[config.mk]
export PLATFORM = sky130hd
export DESIGN_NAME = fxp_mac_rnd
export DESIGN_NICKNAME = d
export VERILOG_FILES = /design/src/rtl/fxp_mac_pkg.sv /design/src/rtl/fxp_mac_mult.sv /design/src/rtl/fxp_mac_acc.sv /design/src/rtl/fxp_mac_round_sat.sv /design/src/rtl/fxp_mac_rnd.sv
export SDC_FILE = /design/constraint.sdc
export NUM_CORES = 2
export LEC_CHECK = 0
export ABC_AREA = 1
export BUFFER_PORTS_ARGS = -buffer_cell sky130_fd_sc_hd__buf_2
export CAP_MARGIN = 10
export CORE_UTILIZATION = 40
export DETAILED_ROUTE_END_ITERATION = 10
export GPL_TIMING_DRIVEN = 1
export PLACE_DENSITY_LB_ADDON = 0.3
export SYNTH_ARGS = -nofsm -noshare
export SYNTH_HDL_FRONTEND = slang
export SYNTH_SLANG_ARGS = --single-unit
[constraint.sdc]
create_clock -name clk -period 24.6 [get_ports clk]
set_input_delay 3.69 -clock clk [delete_from_list [all_inputs] [get_ports clk]]
set_output_delay 3.69 -clock clk [all_outputs]
set_load 0.05 [all_outputs]
[src/rtl/fxp_mac_pkg.sv]
// Shared encodings for the fixed-point multiply-accumulate block.
// Assumes a 2-bit operation field and a 2-bit rounding field.
package fxp_mac_pkg;

    typedef enum logic [1:0] {
        OP_CLR  = 2'b00,
        OP_MAC  = 2'b01,
        OP_MSU  = 2'b10,
        OP_LOAD = 2'b11
    } mac_op_e;

    typedef enum logic [1:0] {
        RND_TRUNC = 2'b00,
        RND_NEAR  = 2'b01,
        RND_CONV  = 2'b10,
        RND_RSVD  = 2'b11
    } rnd_mode_e;

endpackage

[src/rtl/fxp_mac_mult.sv]
// Signed operand multiplier: produces the exact double-width product.
// Assumes both operands are two's complement of equal width.
module fxp_mac_mult #(
    parameter int OP_W = 24
) (
    input  logic [OP_W-1:0]   a_i,
    input  logic [OP_W-1:0]   b_i,
    output logic [2*OP_W-1:0] prod_o
);
    localparam int PROD_W = 2 * OP_W;

    logic signed [PROD_W-1:0] a_ext;
    logic signed [PROD_W-1:0] b_ext;

    // Sign-extend to product width so the modulo product equals the exact one.
    always_comb begin
        a_ext  = {{OP_W{a_i[OP_W-1]}}, a_i};
        b_ext  = {{OP_W{b_i[OP_W-1]}}, b_i};
        prod_o = a_ext * b_ext;
    end
endmodule

[src/rtl/fxp_mac_acc.sv]
// Guard-bit accumulator: clear, accumulate, subtract or load the product.
// Assumes the product is narrower than the accumulator by the guard width.
module fxp_mac_acc
    import fxp_mac_pkg::*;
#(
    parameter int PROD_W  = 48,
    parameter int GUARD_W = 8
) (
    input  logic                      clk,
    input  logic                      rst_n,
    input  logic                      op_en,
    input  logic [1:0]                op,
    input  logic [PROD_W-1:0]         prod_i,
    output logic [PROD_W+GUARD_W-1:0] acc_o
);
    localparam int ACC_W = PROD_W + GUARD_W;

    logic [ACC_W-1:0] prod_ext;
    logic [ACC_W-1:0] acc_q;

    // Sign-extend the product into the guard bits.
    always_comb prod_ext = {{GUARD_W{prod_i[PROD_W-1]}}, prod_i};

    // Apply the issued operation; hold when nothing is issued.
    always_ff @(posedge clk) begin
        if (!rst_n) begin
            acc_q <= '0;
        end else if (op_en) begin
            case (mac_op_e'(op))
                OP_CLR:  acc_q <= '0;
                OP_MAC:  acc_q <= acc_q + prod_ext;
                OP_MSU:  acc_q <= acc_q - prod_ext;
                default: acc_q <= prod_ext;
            endcase
        end
    end

    assign acc_o = acc_q;
endmodule

[src/rtl/fxp_mac_round_sat.sv]
// Narrows the accumulator to an operand-width word: rounds, then saturates.
// Assumes the output word sits just below the guard bits and the product's
// extra integer bit, so its LSB is OP_W-1 above accumulator bit 0.
module fxp_mac_round_sat
    import fxp_mac_pkg::*;
#(
    parameter int OP_W    = 24,
    parameter int GUARD_W = 8
) (
    input  logic [2*OP_W+GUARD_W-1:0] acc_i,
    input  logic [1:0]                mode_i,
    output logic [OP_W-1:0]           word_o,
    output logic                      sat_o
);
    localparam int ACC_W = 2 * OP_W + GUARD_W;
    localparam int SGN   = ACC_W - GUARD_W - 2;   // sign of output word
    localparam int LSB   = SGN - OP_W + 1;        // kept LSB
    localparam int HI_W  = ACC_W - LSB + 1;       // kept part plus carry bit
    localparam int TOP_W = ACC_W - SGN + 1;       // bits that must agree

    logic            half_bit;
    logic            below_half;
    logic            inc;
    logic [HI_W-1:0] hi_ext;
    logic [HI_W-1:0] hi_rnd;
    logic [TOP_W-1:0] top_bits;

    // Split the discarded fraction into its half bit and the bits below it.
    always_comb begin
        half_bit   = acc_i[LSB-1];
        below_half = |acc_i[LSB-2:0];
    end

    // Choose the rounding increment for the selected mode.
    always_comb begin
        case (rnd_mode_e'(mode_i))
            RND_NEAR: inc = half_bit;
            RND_CONV: inc = half_bit & (below_half | acc_i[LSB]);
            default:  inc = 1'b0;
        endcase
    end

    // Add the increment to the kept part with one extra sign bit for carry.
    always_comb begin
        hi_ext = {acc_i[ACC_W-1], acc_i[ACC_W-1:LSB]};
        hi_rnd = hi_ext + {{(HI_W-1){1'b0}}, inc};
    end

    // Range check after rounding, then clamp toward the sign.
    always_comb begin
        top_bits = hi_rnd[HI_W-1:SGN-LSB];
        sat_o    = !((&top_bits) || !(|top_bits));
        if (sat_o)
            word_o = hi_rnd[HI_W-1] ? {1'b1, {(OP_W-1){1'b0}}}
                                    : {1'b0, {(OP_W-1){1'b1}}};
        else
            word_o = hi_rnd[OP_W-1:0];
    end
endmodule

[src/rtl/fxp_mac_rnd.sv]
// Fixed-point multiply-accumulate with guard bits, store-time rounding and
// saturation. One operation per cycle; a store reads the accumulator value
// from before any operation issued in the same cycle.
module fxp_mac_rnd
    import fxp_mac_pkg::*;
#(
    parameter int OP_W    = 24,
    parameter int GUARD_W = 8
) (
    input  logic            clk,
    input  logic            rst_n,
    input  logic            op_en,
    input  logic [1:0]      op,
    input  logic [OP_W-1:0] a_i,
    input  logic [OP_W-1:0] b_i,
    input  logic [1:0]      rnd_mode,
    input  logic            store,
    output logic [OP_W-1:0] result_o,
    output logic            ovf_o
);
    localparam int PROD_W = 2 * OP_W;
    localparam int ACC_W  = PROD_W + GUARD_W;

    logic [PROD_W-1:0] prod;
    logic [ACC_W-1:0]  acc_q;
    logic [OP_W-1:0]   word;
    logic              sat;
    logic              clr_hit;
    logic [OP_W-1:0]   result_q;
    logic              ovf_q;

    fxp_mac_mult #(.OP_W(OP_W)) u_mult (
        .a_i    (a_i),
        .b_i    (b_i),
        .prod_o (prod)
    );

    fxp_mac_acc #(.PROD_W(PROD_W), .GUARD_W(GUARD_W)) u_acc (
        .clk    (clk),
        .rst_n  (rst_n),
        .op_en  (op_en),
        .op     (op),
        .prod_i (prod),
        .acc_o  (acc_q)
    );

    fxp_mac_round_sat #(.OP_W(OP_W), .GUARD_W(GUARD_W)) u_rs (
        .acc_i  (acc_q),
        .mode_i (rnd_mode),
        .word_o (word),
        .sat_o  (sat)
    );

    // Detect operations that empty the accumulator and so reset the flag.
    always_comb clr_hit = op_en && ((mac_op_e'(op) == OP_CLR) || (mac_op_e'(op) == OP_LOAD));

    // Capture the stored word on a store strobe.
    always_ff @(posedge clk) begin
        if (!rst_n)
            result_q <= '0;
        else if (store)
            result_q <= word;
    end

    // Sticky clamp flag: cleared by clear/load, set by a clamping store.
    always_ff @(posedge clk) begin
        if (!rst_n)
            ovf_q <= 1'b0;
        else
            ovf_q <= (ovf_q && !clr_hit) || (store && sat);
    end

    assign result_o = result_q;
    assign ovf_o    = ovf_q;
endmodule

After elaboration in Yosys (flattened, before gate mapping):

Cells that the tools add are included.

* bits in registers: 81

* $add $sub $neg: 3
* multiply operators: 1
* eq/ne operators: 5
* mux-type cells: 4
* bitwise operators: 2
* reductions and logical operators: 13

Operators with widths (count)
* $pmux W56 S3: 1
* $add A56 B56 Y56: 1
* $sub A56 B56 Y56: 1
* $mul A24 B24 Y48: 1
* $mux W24: 2
* $add A33 B2 Y34: 1
* $reduce_or A22 Y1: 1
* $reduce_and A11 Y1: 1
* $reduce_or A11 Y1: 1
* $eq A2 B2 Y1 const B: 3
* $eq A2 B1 Y1 const B: 2
* $logic_and A1 B1 Y1: 3
* $logic_not A1 Y1: 3
* $logic_or A1 B1 Y1: 3
* $logic_not A2 Y1: 1
* $pmux W1 S2: 1
* $and A1 B1 Y1: 1
* $or A1 B1 Y1: 1

Logic depth before layout (Yosys ltp):

* depth in word-level cells: 11
* depth in mapped cells: 57
* depth with buffers taken out: 56

Modules after synthesis:

Synthesis repeated with hierarchy kept, for this count alone.

* cell total of the unflattened synthesis: 5082
* area, all modules: 33970.1 µm²

Modules (own cells, without submodules)
* fxp_mac_mult: times used 1, cells an instance 3024, area an instance 22899.5 µm², seq. area each 0.0 µm²
* fxp_mac_acc: times used 1, cells an instance 1666, area an instance 8854.7 µm², seq. area each 1121.1 µm²
* fxp_mac_round_sat: times used 1, cells an instance 279, area an instance 1323.8 µm², seq. area each 0.0 µm²
* fxp_mac_rnd: times used 1, cells an instance 113, area an instance 892.1 µm², seq. area each 500.5 µm²

Least setup slack after synthesis:

Ideal clock, no wire load.

* path type: input -> register
* start point: in b_i[1]
* end point: reg u_acc.acc_q[55], in the netlist u_acc.acc_o[55]
* library setup time: 0.070 ns
* data arrival time: 11.952 ns
* path slack: 12.578 ns
* stages on the path: 44
* path buffers: 1
* cell sequence: clkbuf_1 > nand2_1 > inv_1 > fa_1 > fa_1 > inv_1 > fa_1 > inv_1 > fa_1 > fa_1 > fa_1 > fa_1 > ha_1 > nand2_1 > nor2_1 > nand2_1 > nor2_1 > nand3_1 > [8 not listed] > xor2_1 > nand2_1 > o21ai_0 > ha_1 > nand2_1 > nor2_1 > inv_1 > nor2_1 > and3_1 > nand3_1 > nand3_1 > nand4_1 > nand2_1 > xor2_1 > inv_1 > nand3_1 > nand3_1 > a21oi_1

* cells in the longest elaborated chain, start to end: 3
* elaborated cells between the ends (all ways): 4
* classes of those cells: 2 x add/sub; 1 x mul; 1 x mux

RTL lines
* start: declaration: line fxp_mac_rnd.sv:15 `input logic [OP_W-1:0] b_i,`
* $mul A24 B24 Y48 (*): line fxp_mac_mult.sv:19 `prod_o = a_ext * b_ext;`
* $sub A56 B56 Y56 / $add A56 B56 Y56 (equally long branches): line fxp_mac_acc.sv:32, fxp_mac_acc.sv:31
* $pmux W56 S3 (*): line fxp_mac_acc.sv:29 `case (mac_op_e'(op))`
* end signal: assignment: line fxp_mac_acc.sv:31 `OP_MAC: acc_q <= acc_q + prod_ext;`
* end signal: assignment: line fxp_mac_acc.sv:32 `OP_MSU: acc_q <= acc_q - prod_ext;`
* end signal: assignment: line fxp_mac_acc.sv:33 `default: acc_q <= prod_ext;`
* end: declaration: line fxp_mac_acc.sv:19 `logic [ACC_W-1:0] acc_q;`

Mark *: on every way between the ends. The rest lies on a longest branch, timed or not.
A chain may end at the register's enable or synchronous reset.

Worst setup path after layout:

* start point: in b_i[0]
* end point: reg u_acc.acc_q[54], in the netlist u_acc.acc_o[54]

Same word-level chain as after synthesis.

==> results.md <==
Timing:
- The period utilization is 0.563.
- Setup repair after global routing left no endpoint under its margin.
- At the pin with the least slew margin, the transition time is 1.21 ns.
- For this run, the top clock speed supported by timing is 0.0722 GHz.
- For the final database, setup skew stands at 0.0126 ns.
- For the final routed database, the setup TNS stands at 0 ns.
- The hold violation count in the final report is 0.
- The worst slew margin relative to its limit is 0.195.
- The number of endpoints failing setup at the final stage is 0.
- For the finished layout, the period the worst path requires is 13.85 ns.
- The final max-slew violation count is 0.

Floorplanning:
- The total area inside the core boundary comes to 0.0794 mm^2.
- The die is 286 um tall.
- The initial utilization of the core area, before any placement, comes to 0.407.
- The die covers 0.0819 mm^2.
- The die boundary width is 286 um.
- The number of rows in the core area is 103.
- Pin placement for this block handled 81 I/O pins.

Clock tree:
- The clock network latency to the later pin of the worst-skew pair is 0.38 ns.
- The post-cts sizing count is 0.
- The setup fix buffers added after clock tree synthesis is 0.
- TritonCTS built the clock tree.
- The maximum number of buffers from clock root to sink is 2.
- CTS built an H-tree with a depth of 3.
- In this run, post-CTS hold repair placed 0 buffers.
- TritonCTS created 9 clock buffers.
- In this run the clock root is driven by a clkbuf_16.
- The clock-pin slew of the registers on the worst-case setup and hold paths is 0.07 ns.
- The number of sinks driven by the clock tree is 81.

Worst setup path:
- For the worst setup path, the data arrival time is 14.16 ns.
- The longest individual stage delay on the worst path is 0.76 ns.
- For this design, the slowest cell found on the critical path is fa_1.
- The worst setup path is captured at a flip-flop.
- The type of element launching the critical path is an input pin.
- The critical path class is in -> reg.
- By instance count, the cell type seen most on the critical path is nand2_1.
- Of all nets on the critical path, the largest fanout is 24.
- For the worst setup path, the data required time is 24.91 ns.

Place:
- The last weighted congestion value of the routability-driven placer is 0.999.
- The count of buffers added on input and output ports is 80.
- Summed over all nets, the half-perimeter wirelength after detailed placement is 78100 um.

Synthesis:
- In this run, distinct cell masters in the synthesized netlist total 51.
- The number of enable-type register cells in the synthesized netlist is 0.
- Of all flip-flops after synthesis, the portion carrying an async set or reset was 0.
- The most used flip-flop cell after synthesis is dfxtp_1.
- The number of nets produced by synthesis is 5509.
- For this run, the register share of the synthesized area comes to 0.0502.
- The cell count after synthesis came out at 4649.
- The area of the mapped netlist is 0.0323 mm^2.
- The number of warnings issued by yosys is 0.
- Synthesis inferred 81 register bits.
- The mean instance size in the synthesized netlist is 6.95 um^2.

Drt:
- The detailed router finished its first iteration with 2249 violations.
- The via density per instance is 5.02.
- The pre-antenna-repair detailed-routing pass consisted of 5 iterations.
- Dividing the detail-routed wire length by the instance count gives 16.5 um.
- The routed layout has 28500 vias.
- The routed design has 93500 um of wire.
- The remaining antenna violation count after routing is 0.
- For this run, design rule violations remaining after detail routing come to 0.

Layout:
- Compared with the post-synthesis result, the final layout area differs by 4.68%.
- In the final layout, the share of cells above drive strength 1 is 0.0327.
- The final net count is 5470.
- The number of filler cells placed in the layout is 8368.

Global route:
- In the global route stage, overall resource usage came out at 0.238.
- The via count of the first global-routing pass is 28900.
- Entering global routing, the biggest net connects 77 pins.
- The initial antenna violation count is 1.
- The global-route wire length before repair is 155000 um.
- The total overflow left after global routing is 0.

Run:
- Across the run, the number of max-cap violations was 0.

Min path:
- The min-delay analysis places its worst path in the category reg -> reg.

Run status:
- The run finished with clean final reports.
final timing paths:
check,start,to,slack [ns],depth (start not counted)
hold / removal,result_o[23],result_o[23],0.46,2
hold reg to reg,result_o[23],result_o[23],0.46,2
setup / recovery,b_i[0],u_acc.acc_o[54],10.75,43
setup reg to reg,u_acc.acc_o[1],result_o[11],20.09,23
per-layer routing:
metal	GRT usage	up-vias	wire length (um)
met5	0	-	0
met4	0.0612	0	2540
met3	0.0270	145	5500
met2	0.398	885	44000
met1	0.328	13800	41400
li1	-	13600	-
layout make-up:
| class | instances | area [um^2] | area share |
|---|---|---|---|
| diodes | 1 | 2.50 | 0.0000740 |
| clock buffers | 11 | 233 | 0.00689 |
| repair buffers | 88 | 460 | 0.0136 |
| well taps | 1050 | 1310 | 0.0389 |
| inverters | 1256 | 4710 | 0.139 |
| multi-input cells | 3174 | 25400 | 0.752 |
| flip-flops and latches | 81 | 1620 | 0.0480 |
| clock inverters | 5 | 40.0 | 0.00118 |
cell families after synthesis:
group / count (synthesis) / synth area share
simple gates: 1836 / 0.231
xor+xnor: 94 / 0.0257
fa+ha+maj: 804 / 0.453
flops: 81 / 0.0502
buf+inv: 1394 / 0.163
compound gates: 440 / 0.0773
sequential cells by signal (all words and copies together), names as in the netlist:
signal and flops:
ovf_o 1, u_acc.acc_o 56, result_o 24
Yosys cell counts, types with 3 or more instances:
master,instances,area [um^2]
nor2_2,3,18.8
fa_1,608,12200
or2_2,22,138
nor2_1,292,1100
o21bai_1,6,45.0
a211oi_1,4,30.0
and3_1,3,18.8
o21ai_0,150,751
nand4_1,37,231
nand3_1,126,631
nand3_2,4,40.0
clkbuf_1,131,492
xnor2_1,12,105
a21oi_1,162,811
o221ai_1,8,70.1
a31oi_1,36,225
dfxtp_1,81,1620
a21boi_0,4,30.0
a21o_1,15,113
nor4_1,19,119
nand3b_1,14,105
o21a_1,8,60.1
buf_1,3,11.3
nor3_1,30,150
ha_1,196,2450
xor2_1,81,709
nand2_2,6,37.5
inv_1,1254,4710
nand2_1,1269,4760
o211ai_1,37,278
stage by stage:
step | worst slack (ns) | area (um^2) | std cells | hold WS, ns | utilization
after floorplan | 12.58 | 32300 | 4649 | 0.462 | -
final | 10.75 | 33800 | 5666 | 0.465 | 0.426
after CTS | 10.91 | 33800 | 5665 | 0.473 | 0.426
after detailed placement | 10.55 | 33500 | 5649 | 0.462 | 0.422
after global placement | 10.52 | 33500 | 5649 | 0.468 | 0.422
after global routing | 9.99 | 33800 | 5666 | 0.486 | 0.426
worst max-delay path: cells and delay by family:
family                     cells  cell delay, ns
buffers and inverters          6            1.42
xor gates and xnor gates       1            0.18
and+or+nand+nor               24            3.64
adders and majority gates      9            4.74
AOI/OAI and AO/OA              3            0.44
placed cells by master, fill, tap and decap left out, types with 3 or more instances in the layout:
cell        synthesis  layout
a31oi_1            36      36
a211oi_1            4       4
buf_2               0      80
inv_1            1254    1253
a21oi_1           162     162
clkbuf_16           0       9
a21boi_0            4       4
dfxtp_1            81      81
nor2_1            292     291
nand2_1          1269    1269
nand3b_1           14      14
clkinvlp_4          0       3
xnor2_1            12      12
nor3_1             30      30
nor4_1             19      19
nand4_1            37      37
o21ai_0           150     150
fa_1              608     608
o21a_1              8       8
nand2_2             6       6
and3_1              3       3
xor2_1             81      81
o221ai_1            8       8
or2_2              22      22
o21bai_1            6       6
nor2_2              3       4
nand3_1           126     126
ha_1              196     196
a21o_1             15      15
nand3_2             4       4
buf_4               2       8
o211ai_1           37      37
Power is left out: the tool's default activity adds up to more than one toggle a clock period on the data nets, which glitch-free logic cannot reach.
